<file path="src/rtl/burst_pkg.sv">
package burst_pkg;
  typedef enum logic [2:0] {
    KIND_SINGLE = 3'd0,
    KIND_UNDEF  = 3'd1,
    KIND_WRAP4  = 3'd2,
    KIND_INCR4  = 3'd3,
    KIND_WRAP8  = 3'd4,
    KIND_INCR8  = 3'd5,
    KIND_WRAP16 = 3'd6,
    KIND_INCR16 = 3'd7
  } burst_kind_e;

  localparam int unsigned MAX_BEATS = 16;
  localparam int unsigned CNT_W     = $clog2(MAX_BEATS);
endpackage

</file>
<file path="src/rtl/burst_kind_decode.sv">
module burst_kind_decode
  import burst_pkg::*;
(
  input  logic [2:0]       kind,
  output logic [CNT_W-1:0] beats_m1,
  output logic             is_wrap,
  output logic             is_undef
);
  always_comb begin
    is_undef = (kind == KIND_UNDEF);
    is_wrap  = (kind != KIND_SINGLE) && !kind[0];
    unique case (kind[2:1])
      2'd0:    beats_m1 = '0;
      2'd1:    beats_m1 = CNT_W'(3);
      2'd2:    beats_m1 = CNT_W'(7);
      default: beats_m1 = CNT_W'(15);
    endcase
  end
endmodule

</file>
<file path="src/rtl/burst_next_addr.sv">
module burst_next_addr #(
  parameter int unsigned ADDR_W = 32
) (
  input  logic [ADDR_W-1:0] cur,
  input  logic [1:0]        size,
  input  logic              wrap,
  input  logic [ADDR_W-1:0] win_mask,
  output logic [ADDR_W-1:0] nxt
);
  logic [ADDR_W-1:0] step;
  logic [ADDR_W-1:0] sum;

  always_comb begin
    step = ADDR_W'(1) << size;
    sum  = cur + step;
    if (wrap) nxt = (cur & ~win_mask) | (sum & win_mask);
    else      nxt = sum;
  end
endmodule

</file>
<file path="src/rtl/burst_addr_gen.sv">
module burst_addr_gen
  import burst_pkg::*;
#(
  parameter int unsigned ADDR_W = 32
) (
  input  logic              clk,
  input  logic              rst,
  input  logic              start_i,
  input  logic [ADDR_W-1:0] start_addr_i,
  input  logic [1:0]        size_i,
  input  logic [2:0]        kind_i,
  input  logic              ready_i,
  input  logic              cont_i,
  output logic [ADDR_W-1:0] addr_o,
  output logic              active_o,
  output logic              last_o
);
  logic [CNT_W-1:0]  dec_beats_m1;
  logic              dec_wrap, dec_undef;
  logic [CNT_W-1:0]  remain_q;
  logic [1:0]        size_q;
  logic              wrap_q, undef_q;
  logic [ADDR_W-1:0] mask_q, mask_d, nxt_addr;

  burst_kind_decode u_dec (
    .kind     (kind_i),
    .beats_m1 (dec_beats_m1),
    .is_wrap  (dec_wrap),
    .is_undef (dec_undef)
  );

  // window is (beats * bytes) - 1, beats a power of two
  always_comb mask_d = ((ADDR_W'(dec_beats_m1) + ADDR_W'(1)) << size_i) - ADDR_W'(1);

  burst_next_addr #(.ADDR_W(ADDR_W)) u_next (
    .cur      (addr_o),
    .size     (size_q),
    .wrap     (wrap_q),
    .win_mask (mask_q),
    .nxt      (nxt_addr)
  );

  always_ff @(posedge clk) begin
    if (rst) begin
      addr_o   <= '0;
      active_o <= 1'b0;
      last_o   <= 1'b0;
      remain_q <= '0;
      size_q   <= '0;
      wrap_q   <= 1'b0;
      undef_q  <= 1'b0;
      mask_q   <= '0;
    end else if (!active_o) begin
      if (start_i) begin
        addr_o   <= start_addr_i;
        active_o <= 1'b1;
        last_o   <= !dec_undef && (dec_beats_m1 == '0);
        remain_q <= dec_beats_m1;
        size_q   <= size_i;
        wrap_q   <= dec_wrap;
        undef_q  <= dec_undef;
        mask_q   <= mask_d;
      end
    end else if (ready_i) begin
      if (last_o || (undef_q && !cont_i)) begin
        active_o <= 1'b0;
        last_o   <= 1'b0;
      end else begin
        addr_o <= nxt_addr;
        if (!undef_q) begin
          remain_q <= remain_q - CNT_W'(1);
          last_o   <= (remain_q == CNT_W'(1));
        end
      end
    end
  end


  hold_on_wait_chk: assert property (@(posedge clk) disable iff (rst)
    (active_o && !ready_i) |=> ($stable(addr_o) && $stable(last_o) && active_o));


  last_to_idle_chk: assert property (@(posedge clk) disable iff (rst)
    (active_o && last_o && ready_i) |=> !active_o);


  undef_no_last_chk: assert property (@(posedge clk) disable iff (rst)
    (active_o && undef_q) |-> !last_o);


  wrap_window_chk: assert property (@(posedge clk) disable iff (rst)
    (active_o && ready_i && wrap_q && !last_o) |=>
      ((addr_o & ~mask_q) == ($past(addr_o) & ~mask_q)));


  incr_step_chk: assert property (@(posedge clk) disable iff (rst)
    (active_o && ready_i && !wrap_q && !last_o && (!undef_q || cont_i)) |=>
      (addr_o == $past(addr_o) + (ADDR_W'(1) << size_q)));


  first_beat_chk: assert property (@(posedge clk) disable iff (rst)
    (!active_o && start_i) |=> (active_o && addr_o == $past(start_addr_i)));
endmodule

</file>
<file path="config.mk">
export PLATFORM = sky130hd
export DESIGN_NAME = burst_addr_gen
export DESIGN_NICKNAME = d
export VERILOG_FILES = /design/src/rtl/burst_pkg.sv /design/src/rtl/burst_kind_decode.sv /design/src/rtl/burst_next_addr.sv /design/src/rtl/burst_addr_gen.sv
export SDC_FILE = /design/constraint.sdc
export NUM_CORES = 1
export LEC_CHECK = 0
export BUFFER_PORTS_ARGS = -buffer_cell sky130_fd_sc_hd__buf_2
export CORE_ASPECT_RATIO = 1.4
export CORE_MARGIN = 1
export CORE_UTILIZATION = 45
export DETAILED_ROUTE_END_ITERATION = 8
export HOLD_SLACK_MARGIN = 0.05
export PLACE_DENSITY = 0.71
export SYNTH_ARGS = -nofsm -noshare
export SYNTH_HDL_FRONTEND = slang
export SYNTH_SLANG_ARGS = --single-unit
export TNS_END_PERCENT = 100
</file>
<file path="constraint.sdc">
create_clock -name clk -period 3.1 [get_ports clk]
set_input_delay 0 -clock clk [delete_from_list [all_inputs] [get_ports clk]]
set_output_delay 0 -clock clk [all_outputs]
set_load 0.01 [all_outputs]
</file>
**Yosys cells after proc, flatten, opt, wreduce, memory -nomap -nowiden**

Index checks and enable logic that the tools add are counted.

- $add $sub $neg: 4
- Eq/ne operators: 8
- Shifts and indexed selects: 2
- Muxes and demuxes: 20
- Bitwise logic cells: 5
- Reduce and logical (&&, ||, !) cells: 15

Operators with widths:

| operator | number |
|---|---|
| two-way mux 32 bit | 5 |
| bitwise AND 32 bit | 2 |
| adder 32 bit | 1 |
| NOT 32 bit | 1 |
| bitwise OR 32 bit | 1 |
| << shifter 1 x 2 -> 32 bit (first input constant) | 1 |
| << shifter 5 x 2 -> 32 bit | 1 |
| subtractor 32 x 1 -> 32 bit (second input constant) | 1 |
| two-way mux 4 bit | 5 |
| case mux 4 bit (3 select lines) | 1 |
| two-way mux 1 bit | 9 |
| inequality test 2 bit (second input constant) | 3 |
| AND reduction 3 bit | 2 |
| adder 4 x 1 -> 5 bit (second input constant) | 1 |
| == test 4 x 1 -> 1 bit (second input constant) | 1 |
| logical NOT 4 bit | 1 |
| AND reduction 4 bit | 1 |
| subtractor 4 x 1 -> 4 bit (second input constant) | 1 |
| == test 3 x 1 -> 1 bit (second input constant) | 1 |
| logical AND 1 bit | 3 |
| logical NOT 1 bit | 3 |
| inequality test 3 x 2 -> 1 bit (second input constant) | 1 |
| nonzero test 3 bit | 1 |
| == test 2 x 1 -> 1 bit (second input constant) | 1 |
| other kinds (6) | 6 |

- Bits in registers: 74
- Input bits: 42

**Logic depth before layout (Yosys ltp)**

Gate-level depths: netlist (run 1).

- Word-level depth: 8
- Mapped depth: 12
- Depth with buffers taken out: 9

**By module**

From an unflattened synthesis (run 1), not the netlist that was laid out.

- Cell total of the unflattened synthesis: 479
- Area, all modules: 4032.6 um^2

Modules (own cells, without submodules):

| module | times used | cells each | area an instance (um^2) |
|---|---|---|---|
| burst_addr_gen | 1 | 337 | 2979.1 |
| burst_next_addr | 1 | 136 | 1011.0 |
| burst_kind_decode | 1 | 6 | 42.5 |

**Worst setup path before layout (run 1)**

OpenSTA, ideal clock, no wires.

- Kind: reg-to-reg
- Start: register size_q[0]
- End: register with a tool-made name
- Library setup time: 0.074 ns
- Arrival: 2.220 ns
- Data required time: 3.026 ns
- Slack: 0.805 ns
- Stages on the path, launching flop included: 10
- Path buffers: 1
- Cells stage by stage: dfxtp_1 nor2_1 ha_1 fa_1 and3_1 clkbuf_1 o2111ai_1 nor3_1 o221a_2 o21ai_0

RTL lines:

| element | line | text |
|---|---|---|
| start: declaration | burst_addr_gen.sv:21 | `logic [1:0] size_q;` |
| start signal: assignment | burst_addr_gen.sv:59 | `size_q <= size_i;` |

==> key figures, run 1 <==
Timing
  – Total negative slack: 0 ns
  – Slew HR: 51.6%
  – RSZ-0062 raised after global routing: false
  – Clock skew: 0.00529 ns
  – Final period utilization: 74.3%
  – Final Hold Fails: 0
  – Max Slew Vio Count: 0
  – Tmin final: 2.30 ns
  – Worst slew pin tran: 0.718 ns
  – Final setup fails: 0
  – Fmax: 434 MHz

Finish
  – Design Area, Final: 4510 µm²
  – Nets@finish: 614
  – Filler cell count: 760
  – Area added between synthesis and finish: 22.8%
  – Layout cells sized above 1: 20.2%
  – Antenna diodes: 0

Synthesis
  – Top cell type's share of synthesized area: 31.1%
  – Mapped cell area: 3670 µm²
  – Yosys reg bits: 57
  – Syn Nets: 532
  – Post-synth EDFFs: 0
  – Top area cells in the synthesized netlist: dfxtp_1 31%, nor2_1 5.7%, a21oi_1 5.0%, mux2i_1 4.6%, nand2_1 4.4%
  – Ys async rst share: 0%
  – Syn_area_per_cell: 7.63 µm²
  – Most frequent cell after synthesis: dfxtp_1
  – Seq/Total Area, Yosys: 31.1%
  – Post-synth cell types: 62
  – Most area-hungry cell type in the Yosys netlist: dfxtp_1
  – Dominant synthesized flop cell: dfxtp_1
  – Synth cell count leaders: 57 x dfxtp_1, 56 x nor2_1, 43 x nand2_1
  – Post-Syn Instances: 481
  – Synth warn: 0

Global route
  – Vias in the first global route: 3612
  – First-pass GRT wire length: 17.3 mm
  – GR Util All Layers: 26.7%
  – Pin count of the biggest net entering global routing: 33
  – Antenna violations before repair: 0
  – GRT overflow: 0

Route
  – Drt first pass iters: 4
  – Via Count: 3921
  – Vias/cell: 5.87
  – Post-Route WL: 11.0 mm
  – Met2 routed WL: 5.55 mm
  – WL/cell: 16.4 µm
  – Top sig layer: met4
  – Routed Antenna Nets: 0
  – DR DRC count: 0
  – WL met3: 490 µm
  – First DRT Iteration DRCs: 256
  – Met1 Routed Length: 4.45 mm

Power and ir drop
  – Leakage power: 1.81 nW
  – Design Power: 0.00209 W
  – VDD IR max: 0.000238 V
  – Pwr per Cell Area: 464 nW/µm²

Die
  – Die width: 78.3 µm
  – Full die area: 8520 µm²
  – # IOs: 76
  – Die height: 109 µm
  – Core box area: 7850 µm²
  – Rows: 38
  – Initial core utilization: 46.8%

Worst setup path
  – CP Launch Point: size_q[0]
  – Arrival time worst endpoint: 2.55 ns
  – WP data required: 3.35 ns
  – CP startpoint kind: flop
  – CP endpoint kind: flop
  – WS Path Type: reg2reg
  – Slowest stage cell, crit path: or4_1
  – Crit-path cells: nor2b_1 -> ha_1 -> a21oi_1 -> a2bb2oi_1 -> buf_4 -> nor3_1 -> or4_1 -> o311ai_1
  – Max FO, Critical Path: 15
  – Flop2flop setup slack: 0.80 ns
  – Delay of the slowest critical-path stage: 0.43 ns
  – RR Startpoint: size_q[0]
  – Cell family with most CP delay: simple AND/OR/NAND/NOR gates
  – Worst Path Buf+Inv: 1

Hold path
  – Worst hold-check path type: in2reg
  – Worst Min Path Start: start_addr_i[4]

Clock network
  – Clk buf depth: 2
  – Worst-Skew Late Latency: 0.35 ns
  – Post-CTS setup buffers: 0
  – CTS tree: built
  – Clk root buf: clkbuf_8
  – CTS clk-pin slew, worst paths: 0.06 ns
  – Sink Count: 57
  – Total CTS buffers: 9
  – CTS H-tree lvls: 3

Status
  – Status: completed

Placed design
  – DP Area: 4100 µm²
  – Dpl hpwl: 8.06 mm
  – Number of port buffers: 75
  – GP Congestion: 0.932

Job
  – Max cap viols: 0
## where the power goes
group	leakage (nW)	internal [W]	switching (W)	total, W
combinational	1.24	0.000206	0.000265	0.000471
clock	0.107	0.000437	0.000305	0.000742
sequential	0.469	0.000796	0.0000820	0.000878
total	1.81	0.00144	0.000652	0.00209
## per-stage QoR
step                hold slack, ns  util [%]  setup slack, ns  std cells
floorplan                    0.109         -            0.805        481
global placement             0.227      52.2            0.880        632
detailed placement           0.219      52.2            0.818        632
CTS                         0.0505      57.4            0.772        668
global route                0.0673      57.4            0.623        668
finish                      0.0561      57.4            0.796        668
## routing by layer
layer  GRT usage, %  vias to the layer above
li1               -                     1933
met1           28.7                     1828
met2           48.5                      128
met3           4.10                       32
met4           16.8                        0
met5              0                        -
## cell usage in the layout, fill, tap and decap left out, types with 4 or more instances in the layout
master          n
ha_1            8
nor4_1          4
a311oi_1        4
nor2_1         56
o21ai_0        31
a211oi_1        4
o32ai_1         7
xnor2_1         4
o221a_2         4
buf_4           8
or3_1           4
dfxtp_1        56
buf_2          75
nor2b_1        10
or2_2           4
dlygate4sd3_1  20
clkbuf_8       12
inv_1          20
and3_1          7
mux2i_1        17
nor3b_1        11
o22ai_1        14
a21oi_1        37
nor3_1         23
nand2_1        43
nand3_1        12
nand2b_1        9
## cells by family after synthesis
kind of cell,after synthesis,synth area share [%]
adder cells (fa/ha/maj),9,3.27
multiplexers,19,5.25
AND/OR/NAND/NOR,204,29.2
AO/OA/AOI/OAI,133,23.9
XOR/XNOR,7,1.67
buffers and inverters,52,5.66
flip-flops,57,31.1
## worst register-to-register path, delay by kind of cell, from the launching register on
family	cells	cell delay, ns
and+or+nand+nor	3	0.80
AOI/OAI and AO/OA	3	0.49
DFF	1	0.38
adders and majority gates	1	0.30
buffers and inverters	1	0.26
## final timing paths
kind | depth (start not counted) | endpoint
setup / recovery | 8 | flop
hold / removal | 5 | flop
setup reg to reg | 8 | flop
hold reg to reg | 2 | mask_q[5]
## repair_timing
action                                 CTS  global route
hold buffers                            20             0
endpoints found under the hold margin   21             0
gates resized for setup                  0             0
## final cells by class
type / instances / area, µm² / share of cell area, %
Multi-Input combinational cell: 372 / 2320 / 51.5
Sequential cell: 57 / 1140 / 25.4
Timing Repair Buffer: 103 / 636 / 14.1
Clock buffer: 14 / 173 / 3.83
Tap cell: 100 / 125 / 2.78
Inverter: 20 / 75.1 / 1.67
Clock inverter: 2 / 35.0 / 0.778
Power figures use the tool's default switching activity.
==> run 2, diff against run 1 <==
clock period = 2.4 ns   (was 3.1 ns; I/O delays follow)
==> run 2 against run 1 <==
Against the previous run: worst setup slack got worse by 0.66 ns; clock power increased by 4.0%; maximum frequency increased by 1.7%; largest power group unchanged.
==> key figures, run 2 (synthesis results as in run 1) <==
Timing
  – Hold WS: 0.0683 ns (was 0.0561 ns)
  – Fmax: 441 MHz (was 434 MHz)
  – Clock skew: 0.00789 ns (was 0.00529 ns)
  – Tmin final: 2.27 ns (was 2.30 ns)
  – Final setup fails: 0 (unchanged)
  – Worst slew pin tran: 0.698 ns (was 0.718 ns)
  – Final Hold Fails: 0 (unchanged)
  – Max Slew Vio Count: 0 (unchanged)
  – RSZ-0062 raised after global routing: false (unchanged)
  – Total negative slack: 0 ns (unchanged)
  – Final period utilization: 94.4% (was 74.3%)
  – Slew HR: 53.0% (was 51.6%)

Worst setup path
  – Levels on crit path: 9 (was 8)
  – Cell family with most CP delay: adder cells (was simple AND/OR/NAND/NOR gates)
  – WS Path Type: reg2reg (unchanged)
  – R2r worst-path depth: 9 (was 8)
  – Slowest stage cell, crit path: fa_1 (was or4_1)
  – WP data required: 2.67 ns (was 3.35 ns)
  – Flop2flop setup slack: 0.13 ns (was 0.80 ns)
  – CP endpoint kind: flop (unchanged)
  – CP startpoint kind: flop (unchanged)
  – CP Launch Point: size_q[0] (unchanged)
  – Worst Path Buf+Inv: 1 (unchanged)
  – Delay of the slowest critical-path stage: 0.42 ns (was 0.43 ns)
  – Arrival time worst endpoint: 2.54 ns (was 2.55 ns)
  – Max FO, Critical Path: 9 (was 15)
  – RR Startpoint: size_q[0] (unchanged)
  – Crit-path cells: nor2_1 -> ha_1 -> fa_1 -> and3_1 -> o2111ai_1 -> buf_4 -> nor3_1 -> o221a_2 -> o21ai_0 (was nor2b_1 -> ha_1 -> a21oi_1 -> a2bb2oi_1 -> buf_4 -> nor3_1 -> or4_1 -> o311ai_1)

Finish
  – Antenna diodes: 0 (unchanged)
  – Layout cells sized above 1: 22.0% (was 20.2%)
  – Area added between synthesis and finish: 25.2% (was 22.8%)
  – Most frequent cells in the layout: 75 x buf_2, 56 x nor2_1, 55 x dfxtp_1 (was 75 x buf_2, 56 x nor2_1, 56 x dfxtp_1)
  – Nets@finish: 629 (was 614)
  – Most common cell after layout, fill and taps aside: buf_2 (unchanged)

Power and ir drop
  – VDD IR max: 0.000292 V (was 0.000238 V)
  – Pwr per Cell Area: 555 nW/µm² (was 464 nW/µm²)
  – Leakage power: 1.86 nW (was 1.81 nW)

Route
  – WL met3: 498 µm (was 490 µm)
  – Via Count: 3987 (was 3921)
  – Met2 routed WL: 5.79 mm (was 5.55 mm)
  – Vias/cell: 5.85 (was 5.87)
  – Post-Route WL: 11.1 mm (was 11.0 mm)
  – First DRT Iteration DRCs: 236 (was 256)
  – Top sig layer: met4 (unchanged)
  – Routed Antenna Nets: 0 (unchanged)
  – DR DRC count: 0 (unchanged)
  – Drt first pass iters: 6 (was 4)
  – Met1 Routed Length: 4.40 mm (was 4.45 mm)
  – WL/cell: 16.3 µm (was 16.4 µm)

Die
  – Rows: 38 (unchanged)
  – Full die area: 8520 µm² (unchanged)
  – Core box area: 7850 µm² (unchanged)
  – Die width: 78.3 µm (unchanged)
  – # IOs: 76 (unchanged)
  – Initial core utilization: 46.8% (unchanged)
  – Die height: 109 µm (unchanged)

Global route
  – Vias in the first global route: 3819 (was 3612)
  – GR Util All Layers: 27.1% (was 26.7%)
  – GRT overflow: 0 (unchanged)
  – First-pass GRT wire length: 18.0 mm (was 17.3 mm)
  – Antenna violations before repair: 0 (unchanged)
  – Pin count of the biggest net entering global routing: 39 (was 33)

Hold path
  – Worst hold-check path type: in2reg (unchanged)

Placed design
  – Dpl hpwl: 8.14 mm (was 8.06 mm)
  – GP Congestion: 0.885 (was 0.932)
  – Number of port buffers: 75 (unchanged)

Clock network
  – CTS clk-pin slew, worst paths: 0.06 ns (about the same)
  – Total CTS buffers: 9 (unchanged)
  – Worst-Skew Late Latency: 0.34 ns (was 0.35 ns)
  – Sink Count: 57 (unchanged)
  – Post-CTS setup buffers: 0 (unchanged)
  – Clk buf depth: 2 (unchanged)
  – CTS tree: built (unchanged)
  – Clk root buf: clkbuf_8 (unchanged)
  – CTS H-tree lvls: 3 (unchanged)

Status
  – Status: completed (unchanged)

Job
  – Max cap viols: 0 (unchanged)
==> run 2: routing by layer <==
| layer | global-route usage, % | vias up |
|---|---|---|
| li1 | - | 1951 |
| met1 | 29.0 | 1869 |
| met2 | 49.8 | 136 |
| met3 | 4.94 | 31 |
| met4 | 14.8 | 0 |
| met5 | 0 | - |
==> run 2: how the worst min path moves through the flow <==
stage                      from   endpoint  slack (ns)  cells after the start
2_1_floorplan  start_addr_i[28]       flop        0.11                      2
3_3_place_gp   start_addr_i[28]       flop        0.21                      3
3_5_place_dp   start_addr_i[28]       flop        0.21                      3
4_1_cts         start_addr_i[2]       flop        0.06                      5
5_1_grt               kind_i[1]  mask_q[4]        0.09                      3
6_report              kind_i[1]  mask_q[4]        0.07                      3
==> run 2: through the flow <==
step,worst slack (ns),cell area [µm²],power (W),utilization [%],cells
after detailed placement,0.110,4220,0.00176,53.7,646
after global routing,0.000408,4590,0.00269,58.5,682
after global placement,0.246,4220,0.00175,53.7,646
after floorplan,0.105,3670,0.00152,-,481
final,0.134,4590,0.00255,58.5,682
after CTS,0.0938,4580,0.00256,58.4,682
==> run 2: layout make-up <==
| class | instances | area (µm²) |
|---|---|---|
| timing repair buffer | 118 | 763 |
| inverter | 20 | 75.1 |
| sequential | 57 | 1140 |
| multi-input combinational | 372 | 2330 |
| tap | 100 | 125 |
| clock buffer | 15 | 156 |
| fill | 758 | 3250 |
==> run 2: worst reg2reg max path, delay by kind of cell (launching register included) <==
kind            cells  cell delay (ns)
compound gates      3             0.58
flops               1             0.38
simple gates        3             0.39
fa+ha+maj           2             0.64
buf+inv             1             0.21
==> run 2: what timing repair did <==
item / CTS / global route
setup endpoints to repair: 0 / 3
gates resized for setup: 0 / 3
hold buffers: 21 / 0
endpoints found under the hold margin: 22 / 0
==> run 2: where the power goes <==
group	switching, W	internal (W)
clock	0.000373	0.000400
sequential	0.0000913	0.00103
combinational	0.000366	0.000291
